[src/rtl/simt_mask_stack.sv]
module simt_mask_stack #(
  parameter int LANES = 32,
  parameter int PCW   = 32,
  parameter int DEPTH = 8
) (
  input  logic                         clk,
  input  logic                         rst_n,
  input  logic                         launch,
  input  logic [LANES-1:0]             launch_mask,
  input  logic [PCW-1:0]               launch_pc,
  input  logic                         issue,
  input  logic [PCW-1:0]               pc_in,
  input  logic                         br_valid,
  input  logic [LANES-1:0]             br_taken,
  input  logic [PCW-1:0]               br_target,
  input  logic [PCW-1:0]               br_fall,
  input  logic [PCW-1:0]               br_reconv,
  input  logic [LANES-1:0]             exit_lanes,
  output logic [LANES-1:0]             active_mask,
  output logic [PCW-1:0]               next_pc,
  output logic [$clog2(DEPTH+1)-1:0]   stack_level,
  output logic                         overflow
);
  localparam int SPW = $clog2(DEPTH+1);

  logic [LANES-1:0] mask_q [DEPTH];
  logic [PCW-1:0]   pc_q   [DEPTH];
  logic [PCW-1:0]   rpc_q  [DEPTH];
  logic [LANES-1:0] mask_d [DEPTH];
  logic [PCW-1:0]   pc_d   [DEPTH];
  logic [PCW-1:0]   rpc_d  [DEPTH];
  logic [SPW-1:0]   sp_q, sp_d;
  logic             ovf_q, ovf_d;

  logic [LANES-1:0] top_mask, live_top, tk_m, nt_m;
  logic [PCW-1:0]   top_pc, top_rpc, new_pc;
  logic             need_nt, need_tk, diverge, room;
  logic [1:0]       push_n;

  always_comb begin
    top_mask = '0;
    top_pc   = '0;
    top_rpc  = '0;
    for (int i = 0; i < DEPTH; i++) begin
      if (i == int'(sp_q) - 1) begin
        top_mask = mask_q[i];
        top_pc   = pc_q[i];
        top_rpc  = rpc_q[i];
      end
    end
  end

  assign live_top = top_mask & ~exit_lanes;
  assign tk_m     = br_taken & live_top;
  assign nt_m     = live_top & ~br_taken;
  assign need_nt  = br_fall != br_reconv;
  assign need_tk  = br_target != br_reconv;
  assign push_n   = {1'b0, need_nt} + {1'b0, need_tk};
  assign diverge  = br_valid && (tk_m != '0) && (nt_m != '0);
  assign room     = (int'(sp_q) + int'(push_n)) <= DEPTH;
  assign new_pc   = br_valid ? ((tk_m != '0) ? br_target : br_fall) : pc_in;

  always_comb begin
    for (int i = 0; i < DEPTH; i++) begin
      mask_d[i] = mask_q[i] & ~exit_lanes;
      pc_d[i]   = pc_q[i];
      rpc_d[i]  = rpc_q[i];
    end
    sp_d  = sp_q;
    ovf_d = ovf_q;
    if (launch) begin
      for (int i = 0; i < DEPTH; i++) begin
        mask_d[i] = '0;
        pc_d[i]   = '0;
        rpc_d[i]  = '0;
      end
      mask_d[0] = launch_mask;
      pc_d[0]   = launch_pc;
      sp_d      = SPW'(1);
      ovf_d     = 1'b0;
    end else if (live_top == '0) begin
      if (sp_q > SPW'(1)) sp_d = sp_q - SPW'(1);
    end else if (diverge) begin
      if (!room) begin
        ovf_d = 1'b1;
      end else begin
        for (int i = 0; i < DEPTH; i++) begin
          if (i == int'(sp_q) - 1) pc_d[i] = br_reconv;
          if (need_nt && i == int'(sp_q)) begin
            mask_d[i] = nt_m;
            pc_d[i]   = br_fall;
            rpc_d[i]  = br_reconv;
          end
          if (need_tk && i == int'(sp_q) + int'(need_nt)) begin
            mask_d[i] = tk_m;
            pc_d[i]   = br_target;
            rpc_d[i]  = br_reconv;
          end
        end
        sp_d = SPW'(int'(sp_q) + int'(push_n));
      end
    end else if (br_valid || issue) begin
      if (sp_q > SPW'(1) && new_pc == top_rpc) begin
        sp_d = sp_q - SPW'(1);
      end else begin
        for (int i = 0; i < DEPTH; i++)
          if (i == int'(sp_q) - 1) pc_d[i] = new_pc;
      end
    end
  end

  always_ff @(posedge clk) begin
    if (!rst_n) begin
      for (int i = 0; i < DEPTH; i++) begin
        mask_q[i] <= '0;
        pc_q[i]   <= '0;
        rpc_q[i]  <= '0;
      end
      sp_q  <= SPW'(1);
      ovf_q <= 1'b0;
    end else begin
      for (int i = 0; i < DEPTH; i++) begin
        mask_q[i] <= mask_d[i];
        pc_q[i]   <= pc_d[i];
        rpc_q[i]  <= rpc_d[i];
      end
      sp_q  <= sp_d;
      ovf_q <= ovf_d;
    end
  end

  assign active_mask = top_mask;
  assign next_pc     = top_pc;
  assign stack_level = sp_q;
  assign overflow    = ovf_q;

  a_r2_launch_loads: assert property (@(posedge clk) disable iff (!rst_n)
    launch |=> active_mask == $past(launch_mask) && next_pc == $past(launch_pc)
               && stack_level == SPW'(1) && !overflow);

  a_r3_uniform_no_push: assert property (@(posedge clk) disable iff (!rst_n)
    br_valid && !launch &&
    (((br_taken & active_mask & ~exit_lanes) == '0) || ((~br_taken & active_mask & ~exit_lanes) == '0))
    |=> stack_level <= $past(stack_level));

  a_r4_taken_first: assert property (@(posedge clk) disable iff (!rst_n)
    br_valid && !launch && br_target != br_reconv && br_fall != br_reconv &&
    (br_taken & active_mask & ~exit_lanes) != '0 && (~br_taken & active_mask & ~exit_lanes) != '0 &&
    int'(stack_level) + 2 <= DEPTH
    |=> active_mask == $past(br_taken & active_mask & ~exit_lanes) && next_pc == $past(br_target));

  a_r7_exit_clears: assert property (@(posedge clk) disable iff (!rst_n)
    !launch && exit_lanes != '0 |=> (active_mask & $past(exit_lanes)) == '0);

  a_r8_overflow_sticky: assert property (@(posedge clk) disable iff (!rst_n)
    overflow && !launch |=> overflow);

  a_r8_overflow_holds_level: assert property (@(posedge clk) disable iff (!rst_n)
    $rose(overflow) |-> $stable(stack_level));
endmodule

[config.mk]
export PLATFORM = sky130hd
export DESIGN_NAME = simt_mask_stack
export DESIGN_NICKNAME = d
export VERILOG_FILES = /design/src/rtl/simt_mask_stack.sv
export SDC_FILE = /design/constraint.sdc
export NUM_CORES = 2
export LEC_CHECK = 0
export BUFFER_PORTS_ARGS = -buffer_cell sky130_fd_sc_hd__buf_4
export CORE_MARGIN = 2
export CORE_UTILIZATION = 25
export CTS_CLUSTER_SIZE = 24
export DETAILED_ROUTE_END_ITERATION = 10
export SYNTH_ARGS = -nofsm -noshare
export SYNTH_HDL_FRONTEND = slang
export SYNTH_SLANG_ARGS = --single-unit
[constraint.sdc]
create_clock -name clk -period 6.1 [get_ports clk]
set_clock_uncertainty 0.1 [all_clocks]
set_input_delay 1.22 -clock clk [delete_from_list [all_inputs] [get_ports clk]]
set_output_delay 1.22 -clock clk [all_outputs]
set_load 0.03 [all_outputs]
# [Yosys cells after proc, flatten, opt, wreduce, memory -nomap -nowiden]
# Memory sizes are Yosys's and may differ from the RTL's.
# Index checks and enable logic that the tools add are counted.
[classes] addsub=5 order_cmp=2 eq_ne=26 muxes=136 n_bitwise=40 n_reduce_logical=31
[op_table] op="two-way mux 32 bit" count=114
[op_table] op="two-way mux 256 bit" count=14
[op_table] op="bitwise AND 32 bit" count=11
[op_table] op="== test 4 x 32 -> 1 bit, first input constant" count=3
[op_table] op="zero test 32 bit" count=3
[op_table] op="== test 3 x 32 -> 1 bit, first input constant" count=2
[op_table] op="inequality test 32 bit" count=2
[op_table] op="NOT 32 bit" count=2
[op_table] op="nonzero test 32 bit" count=2
[op_table] op="== test 2 x 32 -> 1 bit, first input constant" count=1
[op_table] op="== test 32 bit" count=1
[op_table] op="<= comparator 32 x 5 -> 1 bit, second input constant" count=1
[op_table] op="two-way mux 4 bit" count=6
[op_table] op="OR 1 bit" count=24
[op_table] op="== test 4 x 5 -> 1 bit, first input constant" count=4
[op_table] op="logical AND 1 bit" count=19
[op_table] op="== test 4 bit, first input constant" count=4
[op_table] op="== test 3 x 5 -> 1 bit, first input constant" count=3
[op_table] op="== test 3 x 4 -> 1 bit, first input constant" count=2
[op_table] op="nonzero test 3 bit" count=2
[op_table] op="adder 4 x 1 -> 5 bit" count=1
[op_table] op="adder 4 x 2 -> 5 bit" count=1
[op_table] op="== test 2 x 5 -> 1 bit, first input constant" count=1
[op_table] op="subtractor 4 x 1 -> 5 bit, second input constant" count=1
[op_table] op="other kinds (13)" count=16
[word_totals] ff_bits=5 ramBits=768 inputBits=261 out_inout_bits=69 memories=3
[mem_list] memory="mask_q" words=8 width=32 rd=8 rd_clocked_by_memory_dff=0 wr=8 line="26" text="logic [LANES-1:0] mask_q [DEPTH];"
[mem_list] memory="pc_q" words=8 width=32 rd=8 rd_clocked_by_memory_dff=0 wr=8 line="27" text="logic [PCW-1:0] pc_q [DEPTH];"
[mem_list] memory="rpc_q" words=8 width=32 rd=8 rd_clocked_by_memory_dff=0 wr=8 line="28" text="logic [PCW-1:0] rpc_q [DEPTH];"

# [Longest topological paths before layout]
[logic_depth] ltp_word=23 mapped_depth=24 mapped_depth_nobuf=18

# [Worst setup path before layout]
# Ideal clock, no wire load.
[synth_timing] kind="flip-flop to flip-flop" startpoint="register sp_q[1] (netlist: stack_level[1])" endpoint="memory mask_q[1][28] (netlist: mask_q[0][60])" setup_ns=0.128 arrival_ns=5.638 setup_slack_ns=0.234 path_stages_with_launch=23 path_buffers=6 period_less_slack_ns=5.866 cell_sequence="dfxtp_1 -> clkbuf_1 -> inv_1 -> ha_1 -> or2_1 -> o21a_1 -> o21a_1 -> buf_2 -> buf_2 -> buf_2 -> o22a_1 -> o21ai_0 -> nand2_1 -> o2111ai_1 -> nor3_2 -> a21oi_1 -> o21ai_0 -> clkbuf_1 -> a21oi_1 -> clkbuf_1 -> nor3b_1 -> a31oi_1 -> nor2_1"
[synth_rtl] element="from (decl)" line="32" text="logic [SPW-1:0] sp_q, sp_d;"
[synth_rtl] element="from (signal assigned)" line="127" text="sp_q <= sp_d;"
[synth_rtl] element="to (decl)" line="26"

==> run_results.csv <==
group,metric,value,unit
critical_path,cp-startpoint,"br_fall[28]",
global_routing,overflow,0,
timing,tightest_slew,1325,ps
placed_design,post_dp_cell_area,58490,um2
synth,synth_edf_count,0,
synth,async_flop_share,0,%
status,status,"finished with violations",
drt,wl,274100,um
drt,firstDrtPassIters,9,
die,ioPinCount,330,
critical_path,critical_path_class,"in2reg",
synth,yosysSeqAreaShare,30.95,%
hold_path,min_path_type,"reg2reg",
die,rows,164,
power,vdd.ir_drop.worst,0.4332,mV
timing,fin_crit,6239,ps
clocking,insertion_delay,760,ps
critical_path,crit_required,6680,ps
clocking,cts-htree-levels,3,
clocking,cts_tree,"done",
timing,whs,349.7,ps
die,die-area,203600,um2
power,p_leak,23.03,nW
power,sw_frac_of_total,46.76,%
clocking,ctsHoldBuffers,0,
critical_path,setup.worst_path.end_class,"register",
placed_design,port_buffers,329,
critical_path,start_kind,"input port",
global_routing,grt.total_usage,25.55,%
global_routing,grt_pass1_vias,53000,
global_routing,grt_pass1_wl,385900,um
synth,synthFlopType,"dfxtp_1",
global_routing,grt_max_degree,208,
timing,rsz0062_at_grt,"false",
synth,yosysWarnings,0,
power,internal_power,13.26,mW
clocking,root_buffer,"clkbuf_16",
finish,drive_gt1_share,14.91,%
finish,area_growth,23.73,%
drt,vias_per_cell,5.700,
critical_path,crit_end,"pc_q[1][6]$_SDFFE_PP0P_",
power,p_comb_share,53.4,%
timing,fin_crit_sh,102.3,%
power,power.clock.fraction,23.6,%
critical_path,r2r_start,"stack_level[0]$_SDFFE_PP1P_",
clocking,cts_max_path_buffers,3,
synth,syn_area_per_cell,6.933,um2
drt,detail_route.wl_per_cell,27.10,um
finish,nNetsFinal,7636,
run,maxCapViolCount,0,
finish,register_area,15470,um2
die,die_h,451.2,um
power,p_switching,11.64,mW
status,violations,"setup timing",
critical_path,critPathMaxFanout,24,
clocking,cts_sinks,773,
timing,worst_slack,-139.4,ps
timing,relSlewSlack,11.35,%
placed_design,dp.cells,9924,
critical_path,ff2ff_setup_slack,100,ps
synth,syn-num-nets,7482,
timing,finalSetupTns,-3161,ps
finish,n_fill_cell,21170,
critical_path,critPathArrivalTime,6820,ps
drt,detail-route-antenna-nets,0,
synth,netlist_area,50000,um2
timing,finalHoldViolations,0,
placed_design,gp_congestion,1.027,
timing,setup_viol,32,
synth,syn_inst,7212,
die,core,199200,um2
clocking,clk_pin_slew,60,ps
power,power_density,402.5,nW/um2
clocking,cts_buffers,90,
placed_design,place_hpwl,188400,um
hold_path,hold_start,"rpc_q[0][94]$_SDFFE_PP0P_",
placed_design,pre_cts_slack,-192.7,ps
critical_path,worst-r2r-cell-count,22,
critical_path,r2r_end,"pc_q[1][41]$_SDFFE_PP0P_",
drt,drc,0,
die,initial_core_util,25.09,%
synth,ys_ff_latch,773,
drt,via_count,57650,
synth,ys_types,85,
power,pwr-share-seq,23.0,%
finish,design_area,61860,um2
global_routing,antenna_found_initial,38,
finish,multi_input_area,31760,um2
timing,max_freq,160.3,MHz
drt,drtIter0Drc,8025,
die,fp.dieW,451.2,um
finish,final_cells,10110,
timing,finalMaxSlewViolations,0,
cell usage after synthesis, drive strengths merged (18+ instances only):
master  count  area (um2)
nand2    1611        6047
dfxtp     773       15470
a21oi     769        3849
nor2      655        2459
clkbuf    596        2237
o21ai     519        2597
mux2i     443        4434
buf       186       780.7
o211ai    166        1246
xnor2     128        1121
nor3      125       651.9
a31oi     105       656.9
nand3      91       455.4
inv        83       311.6
a221oi     73       639.4
a22oi      71       533.0
xor2       64       560.5
a32oi      52       455.4
o22ai      49       325.3
nor3b      47       352.8
a21boi     45       337.8
o21a       44       330.3
a222oi     40       400.4
nand2b     38       237.7
nand4      30       193.9
nand3b     27       202.7
and2       26       162.7
a211oi     24       185.2
nor4       21       131.4
or3        20       125.1
o22a       19       166.4
and3       18       112.6
nor2b      18       112.6
registers in the layout (all words and copies together) (netlist names):
register	cells
rpc_q	256
pc_q	256
stack_level	4
overflow	1
mask_q	256
worst max-delay path, cell delays in order:
cell and delay (ps):
buf_4 150, xor2_1 1030, nor4_1 120, buf_4 190, nand4_1 390, nor2_1 280
buf_4 230, nor3b_1 690, nand2_2 700, nand2_1 420, a21oi_1 150, or3_1 440
o22ai_4 210, buf_12 260, mux2i_1 230
layout make-up:
type                       instances  area share, %
multi-input combinational       5566          51.34
tap                             2656          5.372
clock inverter                    36         0.8151
clock buffer                     128          4.201
timing repair buffer             843          12.62
antenna                           19        0.07686
sequential                       773          25.01
inverter                          92         0.5643
how the worst min path moves through the flow:
stage,cells past startpoint,endpoint
after floorplan,2,pc_q[1][32]$_SDFFE_PP0P_
after global placement,2,rpc_q[1][88]$_SDFFE_PP0P_
after detailed placement,2,rpc_q[0][94]$_SDFFE_PP0P_
after CTS,2,rpc_q[0][94]$_SDFFE_PP0P_
after global routing,2,rpc_q[0][24]$_SDFFE_PP0P_
final,2,rpc_q[0][94]$_SDFFE_PP0P_
per-layer routing:
metal  up-vias  part of all wire (%)  global-route usage, %
li1      25500                     -                      -
met4        24                   9.3                  20.73
met2      3860                    43                  38.66
met3      1010                    11                  5.641
met5         -                 0.051                      0
met1     27250                    37                  31.05
cells in the final DEF, fill, tap and decap left out, types with 18 or more instances in the layout:
| master | netlist | layout |
|---|---|---|
| a211oi_1 | 23 | 21 |
| a21boi_0 | 44 | 44 |
| a21oi_1 | 769 | 759 |
| a221oi_1 | 73 | 70 |
| a222oi_1 | 40 | 40 |
| a22oi_1 | 71 | 71 |
| a31oi_1 | 105 | 105 |
| a32oi_1 | 52 | 52 |
| and2_1 | 26 | 23 |
| buf_12 | 0 | 115 |
| buf_4 | 3 | 721 |
| clkbuf_1 | 596 | 21 |
| clkbuf_16 | 0 | 93 |
| dfxtp_1 | 773 | 773 |
| diode_2 | 0 | 19 |
| inv_1 | 82 | 80 |
| mux2i_1 | 443 | 443 |
| nand2_1 | 1611 | 1592 |
| nand2b_1 | 38 | 37 |
| nand3_1 | 91 | 89 |
| nand3b_1 | 27 | 27 |
| nand4_1 | 29 | 29 |
| nor2_1 | 655 | 648 |
| nor3_1 | 121 | 115 |
| nor3b_1 | 47 | 46 |
| nor4_1 | 21 | 18 |
| o211ai_1 | 166 | 166 |
| o21a_1 | 44 | 42 |
| o21ai_0 | 509 | 506 |
| o22a_1 | 19 | 19 |
| o22ai_1 | 46 | 45 |
| or3_1 | 20 | 20 |
| xnor2_1 | 128 | 128 |
| xor2_1 | 64 | 64 |
stage by stage:
stage	utilization [%]	power (mW)
after CTS	30.95	24.41
after global placement	29.36	18.50
after detailed placement	29.36	18.57
after global routing	31.05	25.61
after floorplan	-	12.38
final	31.05	24.90
repair_timing:
item                                   in CTS  in global routing
gates cloned                                0                  1
resized for setup                          11                 31
setup buffers                               1                  4
endpoints found under the hold margin       0                  0
setup endpoints to repair                 218                467
pin swaps                                   1                  5
logic make-up after synthesis:
family          synth area share (%)
simple gates                   22.89
fa+ha+maj                     0.2402
xor+xnor                       3.363
flops                          30.95
buf+inv                        6.727
mux                            8.914
compound gates                 26.92
power by group through the flow:
stage          clock [mW]  combinational [mW]  sequential [mW]
2_1_floorplan           0                6.64             5.74
3_3_place_gp            0                12.7             5.81
3_5_place_dp            0                12.7             5.82
4_1_cts              5.88                12.8             5.71
5_1_grt              6.07                13.8             5.76
6_report             5.86                13.3             5.74
Power figures use the tool's default switching activity.
